[src/rtl/convsp_pkg.sv]
package convsp_pkg;
  typedef enum logic [1:0] {
    CMT_NONE  = 2'd0,
    CMT_OK    = 2'd1,
    CMT_SHORT = 2'd2,
    CMT_BUSY  = 2'd3
  } commit_e;
endpackage

[src/rtl/sp_sync.sv]
module sp_sync #(
  parameter int W      = 3,
  parameter int STAGES = 2
) (
  input  logic         clk,
  input  logic         rst_n,
  input  logic [W-1:0] d_i,
  output logic [W-1:0] q_o
);
  for (genvar b = 0; b < W; b++) begin : g_bit
    logic [STAGES-1:0] chain_q;
    always_ff @(posedge clk or negedge rst_n) begin
      if (!rst_n) chain_q <= '0;
      else        chain_q <= {chain_q[STAGES-2:0], d_i[b]};
    end
    assign q_o[b] = chain_q[STAGES-1];
  end
endmodule

[src/rtl/sp_wr_path.sv]
module sp_wr_path
  import convsp_pkg::*;
#(
  parameter int              LOAD_W     = 8,
  parameter logic [LOAD_W-1:0] RESET_LOAD = '0
) (
  input  logic              clk,
  input  logic              rst_n,
  input  logic              rw_s,
  input  logic              rw_rise,
  input  logic              rw_fall,
  input  logic              sclk_rise,
  input  logic              sdi_s,
  input  logic              rdy_i,
  output logic [LOAD_W-1:0] load_o,
  output logic              start_o,
  output logic              short_err_o,
  output logic              busy_err_o
);
  localparam int CNT_W = $clog2(LOAD_W + 1);
  localparam logic [CNT_W-1:0] CNT_FULL = CNT_W'(LOAD_W);

  logic [LOAD_W-1:0] sh_q, sh_n, load_q, load_n;
  logic [CNT_W-1:0]  cnt_q, cnt_n;
  commit_e           cmt;
  logic              bit_en;

  always_comb begin
    bit_en = !rw_s && sclk_rise;
    sh_n   = sh_q;
    cnt_n  = cnt_q;
    if (bit_en) begin
      sh_n = {sh_q[LOAD_W-2:0], sdi_s};
      if (cnt_q != CNT_FULL) cnt_n = cnt_q + 1'b1;
    end
    if (rw_rise || rw_fall) cnt_n = '0;

    cmt = CMT_NONE;
    if (rw_rise && cnt_q != '0) begin
      if (!rdy_i)                cmt = CMT_BUSY;
      else if (cnt_q < CNT_FULL) cmt = CMT_SHORT;
      else                       cmt = CMT_OK;
    end
    load_n = (cmt == CMT_OK) ? sh_q : load_q;
  end

  always_ff @(posedge clk or negedge rst_n) begin
    if (!rst_n) begin
      sh_q        <= '0;
      cnt_q       <= '0;
      load_q      <= RESET_LOAD;
      start_o     <= 1'b0;
      short_err_o <= 1'b0;
      busy_err_o  <= 1'b0;
    end else begin
      sh_q        <= sh_n;
      cnt_q       <= cnt_n;
      load_q      <= load_n;
      start_o     <= (cmt == CMT_OK);
      short_err_o <= (cmt == CMT_SHORT);
      busy_err_o  <= (cmt == CMT_BUSY);
    end
  end

  assign load_o = load_q;
endmodule

[src/rtl/sp_rd_path.sv]
module sp_rd_path #(
  parameter int DATA_W = 17
) (
  input  logic              clk,
  input  logic              rst_n,
  input  logic              rw_s,
  input  logic              rw_rise,
  input  logic              sclk_fall,
  input  logic              rdy_i,
  input  logic              ovr_i,
  input  logic              neg_i,
  input  logic [DATA_W-1:0] data_i,
  output logic              sdo_o,
  output logic              sdo_oe_o
);
  localparam int FRAME_W = DATA_W + 2;

  logic [FRAME_W-1:0] frame_q, frame_n;
  logic               started_q, started_n;

  always_comb begin
    frame_n   = frame_q;
    started_n = started_q;
    if (rw_rise) begin
      frame_n   = {ovr_i, neg_i, data_i};
      started_n = 1'b0;
    end else if (rw_s && sclk_fall) begin
      if (started_q) frame_n = {frame_q[FRAME_W-2:0], 1'b0};
      started_n = 1'b1;
    end
  end

  always_ff @(posedge clk or negedge rst_n) begin
    if (!rst_n) begin
      frame_q   <= '0;
      started_q <= 1'b0;
    end else begin
      frame_q   <= frame_n;
      started_q <= started_n;
    end
  end

  assign sdo_oe_o = rw_s;
  assign sdo_o    = rw_s & (started_q ? frame_q[FRAME_W-1] : rdy_i);
endmodule

[src/rtl/conv_serial_port.sv]
module conv_serial_port #(
  parameter int                LOAD_W      = 8,
  parameter int                DATA_W      = 17,
  parameter int                SYNC_STAGES = 2,
  parameter logic [LOAD_W-1:0] RESET_LOAD  = '0
) (
  input  logic              clk,
  input  logic              rst_n,
  input  logic              rw_i,
  input  logic              sclk_i,
  input  logic              sdi_i,
  output logic              sdo_o,
  output logic              sdo_oe_o,
  input  logic              rdy_i,
  input  logic              ovr_i,
  input  logic              neg_i,
  input  logic [DATA_W-1:0] data_i,
  output logic [LOAD_W-1:0] load_o,
  output logic              start_o,
  output logic              short_err_o,
  output logic              busy_err_o
);
  logic [2:0] sync_q;
  logic       rw_s, sclk_s, sdi_s;
  logic       rw_d, sclk_d;
  logic       rw_rise, rw_fall, sclk_rise, sclk_fall;

  sp_sync #(.W(3), .STAGES(SYNC_STAGES)) u_sync (
    .clk(clk), .rst_n(rst_n), .d_i({rw_i, sclk_i, sdi_i}), .q_o(sync_q)
  );
  assign {rw_s, sclk_s, sdi_s} = sync_q;

  always_ff @(posedge clk or negedge rst_n) begin
    if (!rst_n) begin
      rw_d   <= 1'b0;
      sclk_d <= 1'b0;
    end else begin
      rw_d   <= rw_s;
      sclk_d <= sclk_s;
    end
  end

  assign rw_rise   = rw_s & ~rw_d;
  assign rw_fall   = ~rw_s & rw_d;
  assign sclk_rise = sclk_s & ~sclk_d;
  assign sclk_fall = ~sclk_s & sclk_d;

  sp_wr_path #(.LOAD_W(LOAD_W), .RESET_LOAD(RESET_LOAD)) u_wr (
    .clk(clk), .rst_n(rst_n), .rw_s(rw_s), .rw_rise(rw_rise), .rw_fall(rw_fall),
    .sclk_rise(sclk_rise), .sdi_s(sdi_s), .rdy_i(rdy_i), .load_o(load_o),
    .start_o(start_o), .short_err_o(short_err_o), .busy_err_o(busy_err_o)
  );

  sp_rd_path #(.DATA_W(DATA_W)) u_rd (
    .clk(clk), .rst_n(rst_n), .rw_s(rw_s), .rw_rise(rw_rise), .sclk_fall(sclk_fall),
    .rdy_i(rdy_i), .ovr_i(ovr_i), .neg_i(neg_i), .data_i(data_i),
    .sdo_o(sdo_o), .sdo_oe_o(sdo_oe_o)
  );
endmodule

[config.mk]
export PLATFORM = sky130hd
export DESIGN_NAME = conv_serial_port
export DESIGN_NICKNAME = d
export VERILOG_FILES = /design/src/rtl/convsp_pkg.sv /design/src/rtl/sp_sync.sv /design/src/rtl/sp_wr_path.sv /design/src/rtl/sp_rd_path.sv /design/src/rtl/conv_serial_port.sv
export SDC_FILE = /design/constraint.sdc
export NUM_CORES = 1
export LEC_CHECK = 0
export BUFFER_PORTS_ARGS = -buffer_cell sky130_fd_sc_hd__buf_2
export CAP_MARGIN = 15
export CORE_ASPECT_RATIO = 1.4
export CORE_MARGIN = 1.5
export CORE_UTILIZATION = 49
export DETAILED_ROUTE_END_ITERATION = 6
export GPL_TIMING_DRIVEN = 0
export PLACE_DENSITY = 0.78
export SLEW_MARGIN = 10
export SYNTH_ARGS = -nofsm -noshare
export SYNTH_HDL_FRONTEND = slang
export SYNTH_SLANG_ARGS = --single-unit
[constraint.sdc]
create_clock -name clk -period 1.4 [get_ports clk]
set_input_delay 0.21 -clock clk [delete_from_list [all_inputs] [get_ports clk]]
set_output_delay 0.21 -clock clk [all_outputs]
set_load 0.1 [all_outputs]
==> impl_metrics.yaml, run 1 <==
routing:
  drc: 5
  drt_pass1_iterations: 6
  wl_per_cell_microns: 17.9
  wirelength_mm: 4.45
  detail-route-antenna-nets: 0
  dr.first_iter.drc_count: 134
  viasPerCell: 5.68
  vias: 1415
sta:
  finalSetupViolCount: 27
  slew_viol_final: 0
  fin_skew_ns: 0.00778
  hold_violations: 0
  rsz0062_at_grt: "yes"
  hold_ws_ns: 0.00692
  worst_slack_ns: -0.0525
  period_share_pct: 104
  layout_min_cycle_time_ns: 1.45
  slew_headroom_pct: 57.0
  fmax_mhz: 688
  tightest_slew_ns: 0.645
clock_network:
  clock-root-buffer: "clkbuf_8"
  clkLatencyLatePin_ns: 0.31
  cts_buffers: 5
  htree_num_levels: 2
  clk_pin_slew_ns: 0.09
  tritoncts: "built"
  clkSinkCount: 51
  clockBufferDepth: 2
placement:
  dp.cells: 231
  dpl-instance-area_sq_mm: 0.00243
  portBuffers: 37
  post-dp-hpwl_mm: 2.92
  globalplace.congestion: 0.799
power_and_ir_drop:
  power_frac_comb_pct: 17.2
  clkPwrFrac_pct: 26.8
  power_leakage_uw: 0.00137
  pwr-share-seq_pct: 56.0
  p_per_area_mw_per_mm2: 1160
  swShare_pct: 25.2
  p_sw_uw: 813
  ir_drop_uv: 843
  p_int_uw: 2410
  power_uw: 3220
die:
  die_w_microns: 58.2
  coreArea_sq_mm: 0.00402
  die_h_microns: 80.3
  start_util_pct: 52.0
  die-area_sq_mm: 0.00467
  num_rows: 27
  num_io_pins: 38
hold_path:
  min_path_type: "primary input to flop"
yosys:
  netlist_top_cells_area: "dfrtp_1, a221o_1, mux2_2"
  synth_fp_nets: 179
  async_flop_share_pct: 100
  yosys.area.top_type: "dfrtp_1"
  ys_ff_latch: 51
  yosysSeqAreaShare_pct: 61.1
  synth_xor_area_share_pct: 0
  syn_area_per_cell_sq_um: 13.8
  ys_types: 27
  synth_top_family_by_area: "simple AND/OR/NAND/NOR gates"
  synthMuxAreaShare_pct: 10.5
  syn-cell-area_sq_mm: 0.00209
  synth_top_area_share_pct: 61.1
  yosys_warnings: 0
  netlist_instances: 151
  yosys.area_share.adder_pct: 1.80
  synth-simple-area-share_pct: 12.2
  synth_top_flop_cell: "dfrtp_1"
  synth_edf_count: 0
  synth_compound_area_share_pct: 10.9
grt:
  grt_pass1_wl_mm: 7.07
  grt_pass1_vias: 1488
  antenna_found_initial: 0
  grt-ovfl-total: 0
  grt_usage_pct: 20.3
  grt_max_degree: 52
final_layout:
  fin_area_sq_mm: 0.00279
  instances_no_fill: 249
  fin_nets: 233
  num_antenna_cells: 0
  drive_above_1_share_pct: 44.7
  syn_to_final_growth_pct: 33.3
critical_path:
  cp.required_ns: 1.59
  critPathLaunchType: "flop"
  crit_arrival_ns: 1.64
  critPathKind: "flop to flop"
  critical_path.max_fanout: 7
  crit_path_end_kind: "flop"
run:
  drv_cap: 0
status:
  violations: "design-rule violations, negative setup slack"
  run_status: "complete, but fails checks"
synthesized netlist by cell type (3+ instances only):
| master | count |
|---|---|
| a221o_1 | 18 |
| dfrtp_1 | 51 |
| mux2i_1 | 4 |
| nand2_1 | 7 |
| nor3b_1 | 18 |
| mux2_2 | 16 |
| inv_1 | 6 |
| ha_1 | 3 |
| clkbuf_1 | 4 |
final timing paths:
kind                                       startpoint                          to  slack, ns  cells after the start
max                        u_sync.g_bit[2].chain_q[1]             u_rd.frame_q[6]      -0.05                      4
min                                             sdi_i  u_sync.g_bit[0].chain_q[0]      0.007                      1
max reg2reg                u_sync.g_bit[2].chain_q[1]             u_rd.frame_q[6]      -0.05                      4
min reg2reg                u_sync.g_bit[0].chain_q[0]  u_sync.g_bit[0].chain_q[1]       0.36                      0
max in group asynchronous                       rst_n  u_sync.g_bit[2].chain_q[1]       0.46                      2
min in group asynchronous                       rst_n  u_sync.g_bit[0].chain_q[1]       0.47                      2
area by class of cell:
| type | count | area, sq um |
|---|---|---|
| buffer | 7 | 109 |
| clock inverter | 1 | 8.76 |
| multi-input combinational | 85 | 876 |
| sequential | 51 | 1280 |
| clock buffer | 7 | 86.3 |
| inverter | 6 | 22.5 |
| timing repair buffer | 49 | 349 |
| fill | 283 | 1230 |
| tap | 43 | 53.8 |
routing by layer:
metal  GRT usage (%)  vias up  wire, microns
met2            36.3       32           2420
met1            23.7      716           1790
met4            8.37        0             85
li1                -      660              -
met5               0        -              0
met3            3.38        7            150
sequential cells by signal, indices dropped and copies added, names as in the netlist:
| register | count |
|---|---|
| u_wr.start_o | 1 |
| u_wr.busy_err_o | 1 |
| u_wr.short_err_o | 1 |
| u_wr.sh_q | 8 |
| u_wr.cnt_q | 4 |
| rw_d | 1 |
| sclk_d | 1 |
| u_rd.started_q | 1 |
| u_sync.g_bit.chain_q | 6 |
| u_rd.frame_q | 19 |
| u_wr.load_o | 8 |
power groups by stage:
stage	Sequential, uW	Combinational (uW)	Clock (uW)
finish	1800	554	863
global route	1820	596	935
CTS	1790	515	892
detailed placement	1820	436	0
global placement	1800	414	0
floorplan	1800	304	0
kinds of logic after synthesis:
| family | count (synthesis) |
|---|---|
| AND/OR/NAND/NOR | 37 |
| multiplexers | 20 |
| adder cells (fa/ha/maj) | 3 |
| buffers and inverters | 15 |
| flip-flops | 51 |
| AO/OA/AOI/OAI | 25 |
metrics by stage:
step | util [%] | setup slack [ns] | TNS [ns]
final | 69.3 | -0.0525 | -0.538
after global routing | 69.3 | -0.0891 | -2.07
after CTS | 68.3 | -0.0620 | -0.756
after detailed placement | 60.6 | -0.209 | -4.48
after global placement | 60.6 | -0.186 | -3.51
after floorplan | - | -0.247 | -6.82
worst max-delay path, cell delays in order, from the launching register on:
cell       delay (ns)
dfrtp_4          0.54
ha_4             0.24
clkbuf_16        0.17
and2_4           0.12
a221o_1          0.26
cell usage in the layout, fill, tap and decap left out, drive strengths merged:
master and count:
buf 48, a21boi 2, a31oi 1, nor2b 3, a22o 1, nand3 1
nor3b 18, a21oi 2, dlygate4sd3 2, nand2 7, mux2i 4, nand2b 1
o21a 1, and3 1, clkinv 1, nand4b 1, a221o 18, inv 6
nor3 1, mux2 16, nor2 2, ha 3, dfrtp 51, and2 1
nand4 1, clkbuf 13
what timing repair did:
action | CTS | global route
cloned | 2 | 0
setup endpoints to repair | 41 | 42
hold buffers | 1 | 1
resized for setup | 25 | 10
hold endpoints to repair | 1 | 51
buffers inserted | 8 | 0
pin swaps | 6 | 3
Note: power is estimated with default switching activity, not from simulation.
==> run 2: changes to the inputs <==
- ABC_CLOCK_PERIOD_IN_PS: default -> 1400
- PLACE_DENSITY: 0.78 -> 0.74
==> impl_metrics.yaml, run 2 (same netlist as run 1, synthesis figures left out) <==
critical_path:
  crit_chain: "ha_4 > clkbuf_16 > and2_4 > a221o_1"
  crit_arrival_ns: 1.66
  path_buf_inv: 1
  critPathTopFamily: "flip-flops"
  rr_worst_depth: 4
  critical_path.max_fanout: 8
  r2r-end: "u_rd.frame_q[6]"
  r2r-start: "u_sync.g_bit[2].chain_q[1]"
  crit_path_end_kind: "flop"
  cp.required_ns: 1.59
  critPathKind: "flop to flop"
  critPathLaunchType: "flop"
  cpPeakStageDelay_ns: 0.55
  r2r_setup_slack_ns: -0.07
  crit_slowest_cell: "dfrtp_4"
grt:
  use_met3_pct: 5.64
  grtUsageMet2_pct: 38.1
  grt_pass1_wl_mm: 7.65
  grt_max_degree: 52
  met1_usage_pct: 25.8
  grt_pass1_vias: 1570
  grt.busiest_layer: "met2"
  antenna_found_initial: 0
  grt-ovfl-total: 0
  grt_usage_pct: 22.1
final_layout:
  largest_reg_flops: 19
  drive_above_1_share_pct: 44.5
  fin_area_sq_mm: 0.00280
  multi_input_area_sq_um: 890
  fin_nets: 236
  num_antenna_cells: 0
  seqCellArea_sq_mm: 0.00128
  nFillCells: 274
  regMostFlops: "u_rd.frame_q"
  syn_to_final_growth_pct: 34.2
  layout_commonest_cell: "dfrtp_1"
  final_cell_mix: "dfrtp_1, buf_2, a221o_1, mux2_4, nor3b_1"
routing:
  detail-route-antenna-nets: 0
  drc: 6
  viasPerCell: 5.87
  drt_pass1_iterations: 7
  wl_per_cell_microns: 18.6
  dr.first_iter.drc_count: 163
  vias: 1479
  wirelength_mm: 4.68
power_and_ir_drop:
  ir_drop_uv: 730
  power_leakage_uw: 0.00136
  power_uw: 3230
  p_per_area_mw_per_mm2: 1150
sta:
  rsz0062_at_grt: "yes"
  layout_min_cycle_time_ns: 1.47
  fmax_mhz: 680
  worst_slack_ns: -0.0700
  period_share_pct: 105
  slew_headroom_pct: 66.9
  tightest_slew_ns: 0.500
  finalSetupViolCount: 17
  hold_violations: 0
  slew_viol_final: 0
  fin_skew_ns: 0.00895
hold_path:
  min_to: "u_rd.frame_q[13]"
  min_path_type: "primary input to flop"
  hold_depth: 2
  worstHoldStart: "data_i[13]"
placement:
  portBuffers: 37
  dpl-instance-area_sq_mm: 0.00243
  post-dp-hpwl_mm: 2.96
  globalplace.congestion: 0.768
clock_network:
  clkSinkCount: 51
  clockBufferDepth: 2
  clock-root-buffer: "clkbuf_8"
  tritoncts: "built"
  htree_num_levels: 2
  clkLatencyLatePin_ns: 0.31
  cts_buffers: 5
  clk_pin_slew_ns: 0.09
die:
  start_util_pct: 52.0
  die_w_microns: 58.2
  num_rows: 27
  num_io_pins: 38
  coreArea_sq_mm: 0.00402
  die_h_microns: 80.3
  die-area_sq_mm: 0.00467
status:
  violations: "design-rule violations, negative setup slack"
  run_status: "complete, but fails checks"
run:
  drv_cap: 0
run 2: changes by cell type in the layout (fill, tap and decap cells not counted), sizes merged:
cell	change
clkbuf	-3
clkinvlp	+1
buf	+1
nand3	+1
dlygate4sd3	+2
clkinv	+1
run 2: area by class of cell:
cell class              count  area share, %
repair buffers             51           13.0
clock buffers               5           2.45
multi-input cells          86           31.7
plain buffers               7           3.48
clock inverters             3          0.892
inverters                   6          0.803
flip-flops and latches     51           45.7
well taps                  43           1.92
run 2: power by group:
group          switching, uW  leakage [uW]  internal [uW]
clock network            490     0.0000443            358
logic                    222      0.000672            355
registers                144      0.000648           1670
total                    856       0.00136           2380
run 2: timing repair:
action | 4_1_cts | 5_1_grt
hold buffers | 1 | 3
resized for setup | 26 | 8
endpoints found under the setup margin | 41 | 36
gates cloned | 3 | 0
pin swaps | 6 | 5
hold endpoints to repair | 1 | 16
setup buffers | 5 | 2
run 2: worst max-delay path by stage:
stage,startpoint,endpoint,slack [ns],depth (start not counted)
after floorplan,u_sync.g_bit[2].chain_q[1],u_rd.frame_q[18],-0.25,5
after global placement,u_sync.g_bit[2].chain_q[1],u_wr.sh_q[2],-0.19,3
after detailed placement,u_sync.g_bit[2].chain_q[1],u_wr.sh_q[2],-0.21,3
after CTS,u_rd.started_q,sdo_o,-0.11,3
after global routing,u_sync.g_bit[2].chain_q[1],u_rd.frame_q[6],-0.11,4
final,u_sync.g_bit[2].chain_q[1],u_rd.frame_q[6],-0.07,4
run 2: routing by layer:
layer  share of wire, %  up-vias
met5                  0        -
met4                1.6        0
met1                 40      754
li1                   -      673
met3                4.7        7
met2                 54       45
run 2: per-stage QoR:
| step | cells | setup slack (ns) | util (%) | setup TNS, ns | hold WS [ns] |
|---|---|---|---|---|---|
| after CTS | 246 | -0.108 | 67.2 | -0.807 | 0.00211 |
| after global placement | 231 | -0.185 | 60.6 | -3.40 | 0.320 |
| after global routing | 252 | -0.109 | 69.7 | -2.22 | 0.121 |
| final | 252 | -0.0700 | 69.7 | -0.525 | 0.136 |
| after detailed placement | 231 | -0.213 | 60.6 | -4.67 | 0.320 |
| after floorplan | 151 | -0.247 | - | -6.82 | -0.0856 |
==> run 3: changes to the inputs <==
- CORE_MARGIN: 1.5 -> default
==> impl_metrics.yaml, run 3 (same netlist as run 1, synthesis figures left out) <==
final_layout:
  largest_reg_flops: 19
  nFillCells: 279
  fin_nets: 238
  num_antenna_cells: 0
  final_cell_mix: "dfrtp_1, buf_2, a221o_1, mux2_4, nor3b_1"
  layout_commonest_cell: "dfrtp_1"
  fin_area_sq_mm: 0.00287
  regMostFlops: "u_rd.frame_q"
  syn_to_final_growth_pct: 37.2
  drive_above_1_share_pct: 45.5
routing:
  vias: 1508
  wl_per_cell_microns: 19.0
  dr.first_iter.drc_count: 66
  viasPerCell: 5.94
  wirelength_mm: 4.84
  drc: 3
  detail-route-antenna-nets: 0
  drt_pass1_iterations: 7
power_and_ir_drop:
  power_uw: 3580
  ir_drop_uv: 944
  p_per_area_mw_per_mm2: 1250
  power_leakage_uw: 0.00139
critical_path:
  critPathLaunchType: "flop"
  crit_arrival_ns: 1.27
  crit_path_end_kind: "output port"
  rr_worst_depth: 4
  crit_chain: "mux2i_4 > nor2b_4 > buf_12"
  r2r_setup_slack_ns: -0.06
  cp.required_ns: 1.19
  crit_slowest_cell: "dfrtp_2"
  critical_path.max_fanout: 3
  critPathKind: "flop to output port"
  r2r-start: "u_sync.g_bit[2].chain_q[1]"
  cpPeakStageDelay_ns: 0.45
  r2r-end: "u_rd.frame_q[6]"
placement:
  post-place-ws_ns: -0.228
  portBuffers: 37
  dpl-instance-area_sq_mm: 0.00243
  post-dp-hpwl_mm: 2.91
  globalplace.congestion: 0.787
clock_network:
  htree_num_levels: 2
  cts_buffers: 5
  clkLatencyLatePin_ns: 0.30
  clockBufferDepth: 2
  clk_pin_slew_ns: 0.09
  clkSinkCount: 51
  clock-root-buffer: "clkbuf_8"
  tritoncts: "built"
grt:
  antenna_found_initial: 0
  grt_pass1_wl_mm: 7.32
  grt-ovfl-total: 0
  grt_pass1_vias: 1588
  grt_usage_pct: 21.9
  grt_max_degree: 52
sta:
  worst_slack_ns: -0.0836
  layout_min_cycle_time_ns: 1.48
  slew_viol_final: 0
  rsz0062_at_grt: "yes"
  period_share_pct: 106
  hold_ws_ns: 0.134
  tightest_slew_ns: 0.640
  finalSetupViolCount: 27
  hold_violations: 0
  slew_headroom_pct: 57.4
  fin_skew_ns: 0.00518
  fmax_mhz: 674
  setup_tns_ns: -0.601
run:
  drv_cap: 0
status:
  violations: "design-rule violations, negative setup slack"
  run_status: "complete, but fails checks"
hold_path:
  worstHoldStart: "data_i[0]"
  min_to: "u_rd.frame_q[0]"
  min_path_type: "primary input to flop"
  hold_depth: 2
die:
  num_rows: 27
  coreArea_sq_mm: 0.00402
  num_io_pins: 38
  start_util_pct: 52.0
  die_w_microns: 57.2
  die_h_microns: 79.3
  die-area_sq_mm: 0.00453
-- run 3: changes by cell type in the layout (fill, tap and decap cells not counted), moves of 2 or more --
cell | before | now
clkinv_4 | 2 | 0
nor3b_2 | 1 | 5
buf_4 | 6 | 8
bufinv_16 | 0 | 2
nor3b_1 | 16 | 12
buf_6 | 3 | 6
-- run 3: routing by layer --
metal  up-vias  wire [microns]  global-route usage (%)
met5         -               0                       0
met3        12             212                    5.86
met4         0             132                    10.7
met1       767            1780                    23.0
met2        52            2710                    39.5
li1        677               -                       -
-- run 3: layout make-up --
cell class	instances	area [sq um]	share of cell area, %
tap	43	53.8	1.88
clock buffer	6	72.6	2.53
multi-input combinational	86	905	31.5
sequential	51	1280	44.7
inverter	6	22.5	0.785
timing repair buffer	53	375	13.1
buffer	7	97.6	3.40
clock inverter	2	60.1	2.09
-- run 3: how the worst max path moves through the flow --
stage               slack (ns)          endpoint                        from  cells after the start
CTS                      -0.10             sdo_o              u_rd.started_q                      3
global route             -0.11             sdo_o              u_rd.started_q                      3
floorplan                -0.25  u_rd.frame_q[18]  u_sync.g_bit[2].chain_q[1]                      5
global placement         -0.19      u_wr.sh_q[3]  u_sync.g_bit[2].chain_q[1]                      3
finish                   -0.08             sdo_o              u_rd.started_q                      3
detailed placement       -0.23      u_wr.sh_q[7]  u_sync.g_bit[2].chain_q[1]                      3
-- run 3: what timing repair did --
| item | 4_1_cts | 5_1_grt |
|---|---|---|
| hold buffers | 2 | 2 |
| gates cloned | 1 | 3 |
| setup endpoints to repair | 41 | 37 |
| gates resized for setup | 14 | 28 |
| hold endpoints to repair | 2 | 52 |
| pin swaps | 3 | 2 |
| buffers inserted | 7 | 2 |
-- run 3: where the power goes --
| part | internal [uW] | switching, uW | total, uW |
|---|---|---|---|
| Combinational | 357 | 227 | 583 |
| Clock | 714 | 468 | 1180 |
| Sequential | 1670 | 149 | 1810 |
| Total | 2740 | 843 | 3580 |
-- run 3: worst max-delay path: cells and delay by family (launching register included) --
| family | cells | cell delay (ns) |
|---|---|---|
| buffers and inverters | 1 | 0.18 |
| flip-flops | 1 | 0.45 |
| multiplexers | 1 | 0.20 |
| AND/OR/NAND/NOR | 1 | 0.14 |
-- run 3: metrics by stage --
stage,utilization (%),std cells
after floorplan,-,151
after global placement,60.6,231
after detailed placement,60.6,231
after CTS,67.1,247
after global routing,71.3,254
final,71.3,254
